File: config.mk
export PLATFORM = sky130hd
export DESIGN_NAME = rd_prefetch_sizer
export DESIGN_NICKNAME = d
export VERILOG_FILES = /design/src/rtl/rd_prefetch_sizer.sv
export SDC_FILE = /design/constraint.sdc
export NUM_CORES = 1
export LEC_CHECK = 0
export BUFFER_PORTS_ARGS = -buffer_cell sky130_fd_sc_hd__buf_2
export CAP_MARGIN = 30
export CORE_MARGIN = 5
export CORE_UTILIZATION = 40
export CTS_CLUSTER_SIZE = 10
export DETAILED_ROUTE_END_ITERATION = 8
export SLEW_MARGIN = 20
export SYNTH_ARGS = -nofsm -noshare
export SYNTH_HDL_FRONTEND = slang
export SYNTH_SLANG_ARGS = --single-unit
File: constraint.sdc
create_clock -name clk -period 2.95 [get_ports clk]
set_clock_uncertainty 0.2 [all_clocks]
set_input_delay 0.295 -clock clk [delete_from_list [all_inputs] [get_ports clk]]
set_output_delay 0.295 -clock clk [all_outputs]
set_load 0.01 [all_outputs]
File: src/rtl/rd_prefetch_sizer.sv
module rd_prefetch_sizer #(
  parameter int CL_W  = 8,
  parameter int CNT_W = 11
) (
  input  logic                 clk,
  input  logic                 rst_n,
  input  logic                 start,
  input  logic [3:0]           cmd,
  input  logic                 pref_hit,
  input  logic                 pcix_mode,
  input  logic [2:0]           max_sel,
  input  logic [1:0]           pol_mr,
  input  logic [1:0]           pol_mrl,
  input  logic [1:0]           pol_mrm,
  input  logic [CL_W-1:0]      line_dw,
  input  logic                 beat,
  output logic                 req_valid,
  output logic [CNT_W+1:0]     req_bytes,
  output logic                 active,
  output logic                 stop
);
  localparam logic [3:0] CMD_MR  = 4'b0110;
  localparam logic [3:0] CMD_MRM = 4'b1100;
  localparam logic [3:0] CMD_MRL = 4'b1110;
  localparam logic [CNT_W-1:0] ONE_DW = CNT_W'(1);

  logic             is_mr, is_mrl, is_mrm, is_read, accept;
  logic [1:0]       pol;
  logic [CNT_W-1:0] full_dw, line_eff, want_dw, cnt;

  assign is_mr   = cmd == CMD_MR;
  assign is_mrl  = cmd == CMD_MRL;
  assign is_mrm  = cmd == CMD_MRM;
  assign is_read = is_mr | is_mrl | is_mrm;
  assign pol     = is_mr ? pol_mr : (is_mrl ? pol_mrl : pol_mrm);
  assign accept  = start & is_read & ~pcix_mode & ~active;

  always_comb begin
    case (max_sel)
      3'd1:    full_dw = CNT_W'(32);
      3'd2:    full_dw = CNT_W'(64);
      3'd4:    full_dw = CNT_W'(256);
      3'd5:    full_dw = CNT_W'(512);
      3'd6:    full_dw = CNT_W'(1024);
      default: full_dw = CNT_W'(128);
    endcase
  end

  assign line_eff = (line_dw == '0) ? ONE_DW : CNT_W'(line_dw);

  always_comb begin
    want_dw = ONE_DW;
    if (pref_hit) begin
      case (pol)
        2'b00:   want_dw = line_eff;
        2'b10:   want_dw = full_dw;
        default: want_dw = ONE_DW;
      endcase
    end
  end

  assign stop = active & beat & (cnt == ONE_DW);

  always_ff @(posedge clk or negedge rst_n) begin
    if (!rst_n) begin
      cnt       <= '0;
      active    <= 1'b0;
      req_valid <= 1'b0;
      req_bytes <= '0;
    end else begin
      req_valid <= accept;
      if (accept) begin
        cnt       <= want_dw;
        active    <= 1'b1;
        req_bytes <= {want_dw, 2'b00};
      end else if (active && beat) begin
        cnt <= cnt - ONE_DW;
        if (cnt == ONE_DW) active <= 1'b0;
      end
    end
  end
endmodule


# --- Word-level counts from Yosys, hierarchy flattened ---
# Cells that the tools add are included.
op_classes:
  addsub: 1
  multipliers: 0
  n_mux: 11
  magnitude_cmp: 0
  shifts: 0
  n_reduce_logical: 6
  bitwise_logic: 9
  n_div: 0
  n_eq_ne: 10
op_table:
  columns: ["op", "n"]
  rows:
  - ["11-bit case mux with 5 select lines", 1]
  - ["11-bit 2-to-1 mux", 3]
  - ["11-bit case mux with 2 select lines", 1]
  - ["11-bit by 1-bit == test with 1-bit output (second input constant)", 1]
  - ["11-bit by 1-bit subtractor with 11-bit output (second input constant)", 1]
  - ["3-bit == test (second input constant)", 3]
  - ["4-bit == test (second input constant)", 2]
  - ["8-bit zero test", 1]
  - ["8-bit 2-to-1 mux", 1]
  - ["1-bit bitwise AND", 5]
  - ["4-bit by 3-bit == test with 1-bit output (second input constant)", 1]
  - ["2-bit 2-to-1 mux", 2]
  - ["2-bit nonzero test", 2]
  - ["3-bit by 1-bit == test with 1-bit output (second input constant)", 1]
  - ["3-bit by 2-bit == test with 1-bit output (second input constant)", 1]
  - ["1-bit 2-to-1 mux", 3]
  - ["2-bit == test (second input constant)", 1]
  - ["2-bit zero test", 1]
  - ["1-bit inverter", 2]
  - ["1-bit OR", 2]
  - ["2-bit AND reduction", 1]
  - ["1-bit logical AND", 1]
word_totals:
  latchBits: 0
  output_inout_bits: 16
  register_bits: 24
  inputBits: 27
  ramBits: 0
  wordCells: 41
  rom_bits: 0
  n_memories: 0

# --- Logic depth before layout (Yosys ltp) ---
# Gate-level depths: netlist of the first run.
depth:
  word_depth: 8
  mapped_depth: 8
  depth_no_buf: 7

# --- Least setup slack after synthesis of the first run ---
# OpenSTA, ideal clock, no wires.
synth_path:
  path_type: "reg-to-output"
  startpoint: "register cnt[5]"
  endpoint: "output port stop"
  path_stages_with_launch: 4
  path_slack_ps: 885
  t_arrival_ps: 1570
  required_time_ps: 2455
  path_buffers: 0
  path_cell_list: "dfrtp_1 -> or3_4 -> or4_4 -> nor4_2"
synth_between:
  elab_chain_len: 2
synth_lines:
  columns: ["item", "line", "rtl"]
  rows:
  - ["start: declaration", "29", "logic [CNT_W-1:0] full_dw, line_eff, want_dw, cnt;"]
  - ["start signal: assignment", "73", "cnt <= want_dw;"]
  - ["start signal: assignment", "77", "cnt <= cnt - ONE_DW;"]
  - ["11-bit by 1-bit == test with 1-bit output", "62", "assign stop = active & beat & (cnt == ONE_DW);"]
  - ["1-bit bitwise AND", "62", null]
  - ["end: declaration", "20", "output logic stop"]
# No other way between the ends.

# --- Final worst setup path of the first run ---
# Ends and elaborated chain as after synthesis.

==> results of run 1 <==
-- flip-flops by register name (all words and copies together), names as in the netlist --
name	flops
req_bytes	11
cnt	11
active	1
req_valid	1
-- stage by stage --
step                      cell area (um^2)  setup slack, ns  power [mW]  utilization
after CTS                             1650            0.376        1.06        0.495
final                                 1650            0.387        1.05        0.495
after detailed placement              1620            0.740       0.909        0.485
after floorplan                       1390            0.885       0.795            -
after global placement                1620            0.765       0.903        0.485
after global routing                  1650            0.307        1.12        0.495
-- cell type report --
class,count,area (um^2),area share
flip-flops and latches,24,601,0.364
inverters,5,18.8,0.0114
well taps,46,57.6,0.0348
repair buffers,43,225,0.136
clock buffers,3,22.5,0.0136
multi-input cells,105,727,0.440
-- worst max-delay path, cell delays in order, from the launching register on --
cell                      delay [ns]
sky130_fd_sc_hd__dfrtp_1        0.42
sky130_fd_sc_hd__or3_4          0.41
sky130_fd_sc_hd__or4_4          0.44
sky130_fd_sc_hd__nor4_2         0.29
sky130_fd_sc_hd__buf_2          0.19
-- placed cells by master (no fill, tap or decap), types with 3 or more instances in the layout --
cell                       instances
sky130_fd_sc_hd__nor3_1            5
sky130_fd_sc_hd__a32oi_1           4
sky130_fd_sc_hd__buf_2            40
sky130_fd_sc_hd__o21ai_1           3
sky130_fd_sc_hd__xnor2_1           6
sky130_fd_sc_hd__dfrtp_1          24
sky130_fd_sc_hd__inv_1             4
sky130_fd_sc_hd__nor2_1           12
sky130_fd_sc_hd__a22o_1            6
sky130_fd_sc_hd__nor4_1            4
sky130_fd_sc_hd__nand2_1           9
sky130_fd_sc_hd__clkbuf_4          3
sky130_fd_sc_hd__a21oi_1           5
sky130_fd_sc_hd__nor2b_1           3
-- cell usage after synthesis, drive strengths merged, types with 2 or more instances --
cell type / n / area, um^2
nand3: 2 / 10.0
inv: 5 / 18.8
xnor2: 6 / 52.6
nand3b: 2 / 15.0
or2: 3 / 18.8
a22o: 6 / 52.6
nor2b: 3 / 18.8
clkbuf: 3 / 11.3
a221o: 2 / 20.0
a31oi: 2 / 12.5
nor3: 6 / 35.0
nor4b: 2 / 23.8
dfrtp: 24 / 601
nand2: 9 / 33.8
a21oi: 5 / 25.0
buf: 5 / 32.5
or3: 2 / 17.5
ha: 2 / 25.0
a32oi: 4 / 35.0
or4: 2 / 18.8
a211o: 2 / 17.5
nor4: 5 / 37.5
o21ai: 5 / 25.0
and2: 2 / 12.5
nor2: 12 / 45.0
-- power breakdown --
part	leakage, nW	switching, mW	internal [mW]
combinational	0.480	0.188	0.207
sequential	0.313	0.0950	0.414
clock	0.0138	0.0987	0.0477
total	0.807	0.382	0.668
-- timing repair --
action                                  4_1_cts  5_1_grt
endpoints found under the hold margin        24        0
hold buffers                                  1        0
endpoints found under the setup margin        0        0
-- routing by layer --
metal / share of wire / wire (um)
met1: 0.48 / 1620
met2: 0.49 / 1640
met3: 0.037 / 125
met4: 0 / 0
met5: 0 / 0
-- how the worst min path moves through the flow --
stage / slack, ns / endpoint / start / depth (start not counted)
final: 0.02 / req_bytes[10]$_DFFE_PN0P_ / max_sel[0] / 2
after global routing: 0.03 / req_bytes[10]$_DFFE_PN0P_ / max_sel[0] / 2
after CTS: 0.01 / req_bytes[10]$_DFFE_PN0P_ / max_sel[0] / 2
after detailed placement: 0.12 / req_bytes[10]$_DFFE_PN0P_ / rst_n / 1
after global placement: 0.11 / req_bytes[12]$_DFFE_PN0P_ / rst_n / 1
after floorplan: -0.20 / active$_DFFE_PN0P_ / rst_n / 0
-- cell families after synthesis --
group | after synthesis | synth area share
muxes | 2 | 0.0153
other | 1 | 0.00270
DFF | 24 | 0.433
buffers and inverters | 13 | 0.0451
adders and majority gates | 2 | 0.0180
AOI/OAI and AO/OA | 34 | 0.187
xor gates and xnor gates | 6 | 0.0379
and+or+nand+nor | 59 | 0.261
==> impl_metrics.prom, run 1 <==
# TYPE chip_impl_metric gauge
chip_impl_metric{name="antenna_cells_inserted",unit=""} 0
chip_impl_metric{name="final-hold-violation-count",unit=""} 0
chip_impl_metric{name="pwr_density_cell",unit="nW/um^2"} 636
chip_impl_metric{name="worst_ir_drop_vdd",unit="mV"} 0.290
chip_impl_metric{name="final_layout_size_suffix_gt1_frac",unit=""} 0.317
chip_impl_info{name="crit_type",value="flop to output pin"} 1
chip_impl_metric{name="start_util",unit=""} 0.415
chip_impl_metric{name="instances_no_fill",unit=""} 226
chip_impl_info{name="setup.worst_path.start",value="cnt[5]$_DFFE_PN0P_"} 1
chip_impl_metric{name="drtIter0Drc",unit=""} 34
chip_impl_metric{name="drcViolationCount",unit=""} 0
chip_impl_metric{name="post_synth_instance_area",unit="um^2"} 1390
chip_impl_info{name="run_status",value="complete, no violations"} 1
chip_impl_metric{name="worst_slew_pin_slew",unit="ns"} 0.559
chip_impl_metric{name="async_reset_ff_frac",unit=""} 1.00
chip_impl_metric{name="yosys_warnings",unit=""} 0
chip_impl_metric{name="fin_setup_tns",unit="ns"} 0
chip_impl_metric{name="max-cap-violations",unit=""} 0
chip_impl_metric{name="worst_skew_pair.late_latency",unit="ns"} 0.31
chip_impl_metric{name="use_met1",unit=""} 0.219
chip_impl_metric{name="finalCriticalPeriod",unit="ns"} 2.56
chip_impl_metric{name="post_cts_buffers",unit=""} 0
chip_impl_metric{name="cts.htree.levels",unit=""} 1
chip_impl_info{name="worst_r2r_startpoint",value="active$_DFFE_PN0P_"} 1
chip_impl_metric{name="ctsLongestPathBuffers",unit=""} 2
chip_impl_metric{name="highest_clock_frequency_the_design_can_meet",unit="MHz"} 390
chip_impl_info{name="synth-main-ff-cell",value="sky130_fd_sc_hd__dfrtp_1"} 1
chip_impl_metric{name="finalWirelength",unit="um"} 3390
chip_impl_metric{name="std_cell_rows",unit=""} 21
chip_impl_metric{name="final_min_period_over_clock_period",unit=""} 0.869
chip_impl_metric{name="grt_remaining_overflow",unit=""} 0
chip_impl_metric{name="grt.met3_usage",unit=""} 0.0211
chip_impl_metric{name="post-place-cells",unit=""} 222
chip_impl_info{name="rsz0062_at_grt",value="false"} 1
chip_impl_info{name="worstSetupEndpointType",value="output pin"} 1
chip_impl_metric{name="syn2layout_area_growth",unit="%"} 19.1
chip_impl_info{name="clock_tree_from_tritoncts",value="done"} 1
chip_impl_metric{name="slew_viols_final",unit=""} 0
chip_impl_info{name="hp-class",value="input pin to flop"} 1
chip_impl_info{name="cts.root.buffer_cell",value="sky130_fd_sc_hd__clkbuf_4"} 1
chip_impl_metric{name="overall_die_area",unit="um^2"} 4740
chip_impl_metric{name="grt_usage",unit=""} 0.161
chip_impl_metric{name="report.final.setup_viol",unit=""} 0
chip_impl_metric{name="vias_per_cell",unit=""} 5.42
chip_impl_metric{name="num-nets-final",unit=""} 211
chip_impl_metric{name="avgSynthCellArea",unit="um^2"} 9.83
chip_impl_info{name="regToRegEndpoint",value="req_bytes[8]$_DFFE_PN0P_"} 1
chip_impl_metric{name="reported_leakage_power",unit="nW"} 0.807
chip_impl_metric{name="synth.ff_latch_count",unit=""} 24
chip_impl_metric{name="yosysSeqAreaShare",unit=""} 0.433
chip_impl_metric{name="initial_antenna_violation_count",unit=""} 0
chip_impl_metric{name="reg2regPathDepth",unit=""} 6
chip_impl_metric{name="cts_made_buffers",unit=""} 3
chip_impl_metric{name="routed-via-count",unit=""} 1224
chip_impl_metric{name="fin_worst_hold_slack",unit="ns"} 0.0164
chip_impl_metric{name="grt_first_pass_wirelength",unit="um"} 5690
chip_impl_metric{name="path_clk_slew",unit="ns"} 0.13
chip_impl_metric{name="dp.final_hpwl",unit="um"} 2630
chip_impl_metric{name="clock_sinks",unit=""} 24
chip_impl_metric{name="required",unit="ns"} 2.46
chip_impl_metric{name="library_cells_used_by_synthesis",unit=""} 54
chip_impl_metric{name="synth-edff-count",unit=""} 0
chip_impl_metric{name="drtAntennaViolNets",unit=""} 0
chip_impl_metric{name="floorplan.die.width",unit="um"} 68.9
chip_impl_info{name="timing.critical_path.from_type",value="flop"} 1
chip_impl_metric{name="mean_routed_wirelength_per_cell",unit="um"} 15.0
chip_impl_metric{name="die_y",unit="um"} 68.9
chip_impl_metric{name="postSynthCellCount",unit=""} 141
chip_impl_metric{name="grt.met2_usage",unit=""} 0.263
chip_impl_metric{name="floorplan.core_area",unit="um^2"} 3340
chip_impl_metric{name="place.port_buffers",unit=""} 40
chip_impl_metric{name="place.gp.congestion",unit=""} 0.799
chip_impl_info{name="grt-busiest-layer",value="met2"} 1
chip_impl_metric{name="grt_pass1_vias",unit=""} 1218
chip_impl_metric{name="grt_max_degree",unit=""} 25
chip_impl_metric{name="pin_count",unit=""} 43
chip_impl_metric{name="gates_resized_cts_repair",unit=""} 0
chip_impl_metric{name="critical_path_arrival",unit="ns"} 2.07
chip_impl_metric{name="setup.reg_to_reg.worst_slack",unit="ns"} 0.81
chip_impl_metric{name="detail_route.first_pass.iterations",unit=""} 4
chip_impl_info{name="timing.critical_path.to",value="stop"} 1
chip_impl_metric{name="fillerInstances",unit=""} 327
chip_impl_metric{name="critPathMaxFanout",unit=""} 4
chip_impl_metric{name="max_slew_margin",unit=""} 0.627
Note: power is estimated with default switching activity, not from simulation.
==> run 2, diff against run 1 <==
HOLD_SLACK_MARGIN = 0.05   (was unset)
==> run 2 against run 1 <==
Against the previous run: sequential power hardly changed; wire length is 3.7% higher; clock-buffer cell count stayed put; fmax is 0.40% higher; via count is 3.3% higher; clock power hardly changed; critical path type unchanged; global-route usage is 0.48 points higher.
==> impl_metrics.prom, run 2 (synthesis results as in run 1) <==
# TYPE chip_impl_metric gauge
chip_impl_metric{name="num-nets-final",unit=""} 219
chip_impl_metric{name="final_min_period_over_clock_period",unit=""} 0.865
chip_impl_metric{name="start_util",unit=""} 0.415
chip_impl_metric{name="fillerInstances",unit=""} 327
chip_impl_info{name="run_status",value="complete, no violations"} 1
chip_impl_info{name="timing.critical_path.from_type",value="flop"} 1
chip_impl_metric{name="path_clk_slew",unit="ns"} 0.13
chip_impl_metric{name="cts.htree.levels",unit=""} 1
chip_impl_metric{name="final_layout_size_suffix_gt1_frac",unit=""} 0.303
chip_impl_metric{name="gates_resized_cts_repair",unit=""} 0
chip_impl_metric{name="total_power_consumption",unit="mW"} 1.06
chip_impl_metric{name="antenna_cells_inserted",unit=""} 0
chip_impl_metric{name="syn2layout_area_growth",unit="%"} 24.9
chip_impl_info{name="hp-class",value="input pin to flop"} 1
chip_impl_metric{name="detail_route.first_pass.iterations",unit=""} 4
chip_impl_metric{name="floorplan.die.width",unit="um"} 68.9
chip_impl_metric{name="final_area",unit="um^2"} 1730
chip_impl_metric{name="slew_viols_final",unit=""} 0
chip_impl_metric{name="fin_setup_tns",unit="ns"} 0
chip_impl_metric{name="die_y",unit="um"} 68.9
chip_impl_metric{name="grt_max_degree",unit=""} 25
chip_impl_metric{name="clock_sinks",unit=""} 24
chip_impl_metric{name="report.final.setup_viol",unit=""} 0
chip_impl_metric{name="final-hold-violation-count",unit=""} 0
chip_impl_metric{name="reported_leakage_power",unit="nW"} 0.843
chip_impl_metric{name="place.gp.congestion",unit=""} 0.799
chip_impl_metric{name="grt_usage",unit=""} 0.166
chip_impl_metric{name="highest_clock_frequency_the_design_can_meet",unit="MHz"} 392
chip_impl_metric{name="drcViolationCount",unit=""} 0
chip_impl_metric{name="pwr_density_cell",unit="nW/um^2"} 612
chip_impl_metric{name="placedInstanceArea",unit="um^2"} 1620
chip_impl_info{name="most-common-layout-cells",value="sky130_fd_sc_hd__buf_2, sky130_fd_sc_hd__dfrtp_1, sky130_fd_sc_hd__nor2_1, sky130_fd_sc_hd__nand2_1, sky130_fd_sc_hd__dlygate4sd3_1"} 1
chip_impl_info{name="crit_type",value="flop to output pin"} 1
chip_impl_metric{name="final_design_utilization",unit=""} 0.519
chip_impl_info{name="worstSetupEndpointType",value="output pin"} 1
chip_impl_metric{name="worst_ir_drop_vdd",unit="mV"} 0.291
chip_impl_metric{name="crit_path_buffers_inverters",unit=""} 1
chip_impl_metric{name="vias_per_cell",unit=""} 5.40
chip_impl_metric{name="mean_routed_wirelength_per_cell",unit="um"} 15.0
chip_impl_info{name="final_common_cell",value="sky130_fd_sc_hd__buf_2"} 1
chip_impl_metric{name="grt_pass1_vias",unit=""} 1241
chip_impl_metric{name="drtAntennaViolNets",unit=""} 0
chip_impl_info{name="clock_tree_from_tritoncts",value="done"} 1
chip_impl_metric{name="critical_path_arrival",unit="ns"} 2.06
chip_impl_metric{name="critPathMaxFanout",unit=""} 4
chip_impl_metric{name="max_slew_margin",unit=""} 0.642
chip_impl_metric{name="std_cell_rows",unit=""} 21
chip_impl_info{name="cts.root.buffer_cell",value="sky130_fd_sc_hd__clkbuf_4"} 1
chip_impl_info{name="critical-path-slowest-cell",value="sky130_fd_sc_hd__or4_4"} 1
chip_impl_metric{name="cts_made_buffers",unit=""} 3
chip_impl_metric{name="grt_first_pass_wirelength",unit="um"} 5840
chip_impl_info{name="cp_top_family",value="simple AND/OR/NAND/NOR gates"} 1
chip_impl_metric{name="post_cts_buffers",unit=""} 0
chip_impl_metric{name="overall_die_area",unit="um^2"} 4740
chip_impl_metric{name="ctsLongestPathBuffers",unit=""} 2
chip_impl_metric{name="worst_skew_pair.late_latency",unit="ns"} 0.31
chip_impl_metric{name="max-cap-violations",unit=""} 0
chip_impl_metric{name="finalCriticalPeriod",unit="ns"} 2.55
chip_impl_info{name="critical_path.cell_chain",value="or3_4 -> or4_4 -> nor4_2 -> buf_2"} 1
chip_impl_metric{name="required",unit="ns"} 2.46
chip_impl_metric{name="dp.final_hpwl",unit="um"} 2630
chip_impl_metric{name="routed-via-count",unit=""} 1264
chip_impl_metric{name="drtIter0Drc",unit=""} 46
chip_impl_info{name="largest_registers_in_the_final_layout",value="cnt x11, req_bytes x11"} 1
chip_impl_metric{name="floorplan.core_area",unit="um^2"} 3340
chip_impl_metric{name="finalWirelength",unit="um"} 3510
chip_impl_info{name="rsz0062_at_grt",value="false"} 1
chip_impl_metric{name="initial_antenna_violation_count",unit=""} 0
chip_impl_metric{name="slowest_delay",unit="ns"} 0.44
chip_impl_metric{name="worst_slew_pin_slew",unit="ns"} 0.537
chip_impl_metric{name="fin_worst_hold_slack",unit="ns"} 0.0981
chip_impl_metric{name="place.port_buffers",unit=""} 40
chip_impl_metric{name="grt_remaining_overflow",unit=""} 0
chip_impl_metric{name="pin_count",unit=""} 43
chip_impl_metric{name="holdBufCountCts",unit=""} 9
-- run 2: through the flow --
stage,std cells,setup slack [ns]
after floorplan,142,0.885
after global placement,222,0.765
after detailed placement,222,0.740
after CTS,234,0.376
after global routing,234,0.304
final,234,0.398
-- run 2: cell type report --
cell class                 count  area [um^2]  area share
tap                           46         57.6      0.0332
multi-input combinational    105          727       0.420
inverter                       5         18.8      0.0108
timing repair buffer          51          305       0.176
clock buffer                   3         22.5      0.0130
sequential                    24          601       0.347
-- run 2: worst paths after layout --
path | start | endpoint | slack (ns) | depth (start not counted)
max in group asynchronous | rst_n | cnt[4]$_DFFE_PN0P_ | 1.92 | 2
setup / recovery | cnt[5]$_DFFE_PN0P_ | stop | 0.40 | 4
hold reg to reg | req_bytes[9]$_DFFE_PN0P_ | req_bytes[9]$_DFFE_PN0P_ | 0.28 | 2
hold / removal | line_dw[7] | req_bytes[9]$_DFFE_PN0P_ | 0.1 | 3
setup reg to reg | active$_DFFE_PN0P_ | req_bytes[10]$_DFFE_PN0P_ | 0.53 | 6
min in group asynchronous | rst_n | req_bytes[12]$_DFFE_PN0P_ | 0.28 | 2
-- run 2: tightest hold or removal path: stages --
cell,delay [ns]
sky130_fd_sc_hd__buf_2,0.10
sky130_fd_sc_hd__a32oi_1,0.12
sky130_fd_sc_hd__nand2_1,0.07
-- run 2: per-layer routing --
metal  global-route usage  up-vias  routed length, um
met5                    0        -                  0
met2                0.269       39               1730
li1                     -      618                  -
met3               0.0211        0                173
met1                0.228      607               1610
met4               0.0535        0                  0
-- run 2: power breakdown --
group	internal, mW	total, mW	switching [mW]
Clock	0.0477	0.147	0.0995
Sequential	0.414	0.509	0.0955
Combinational	0.213	0.404	0.191
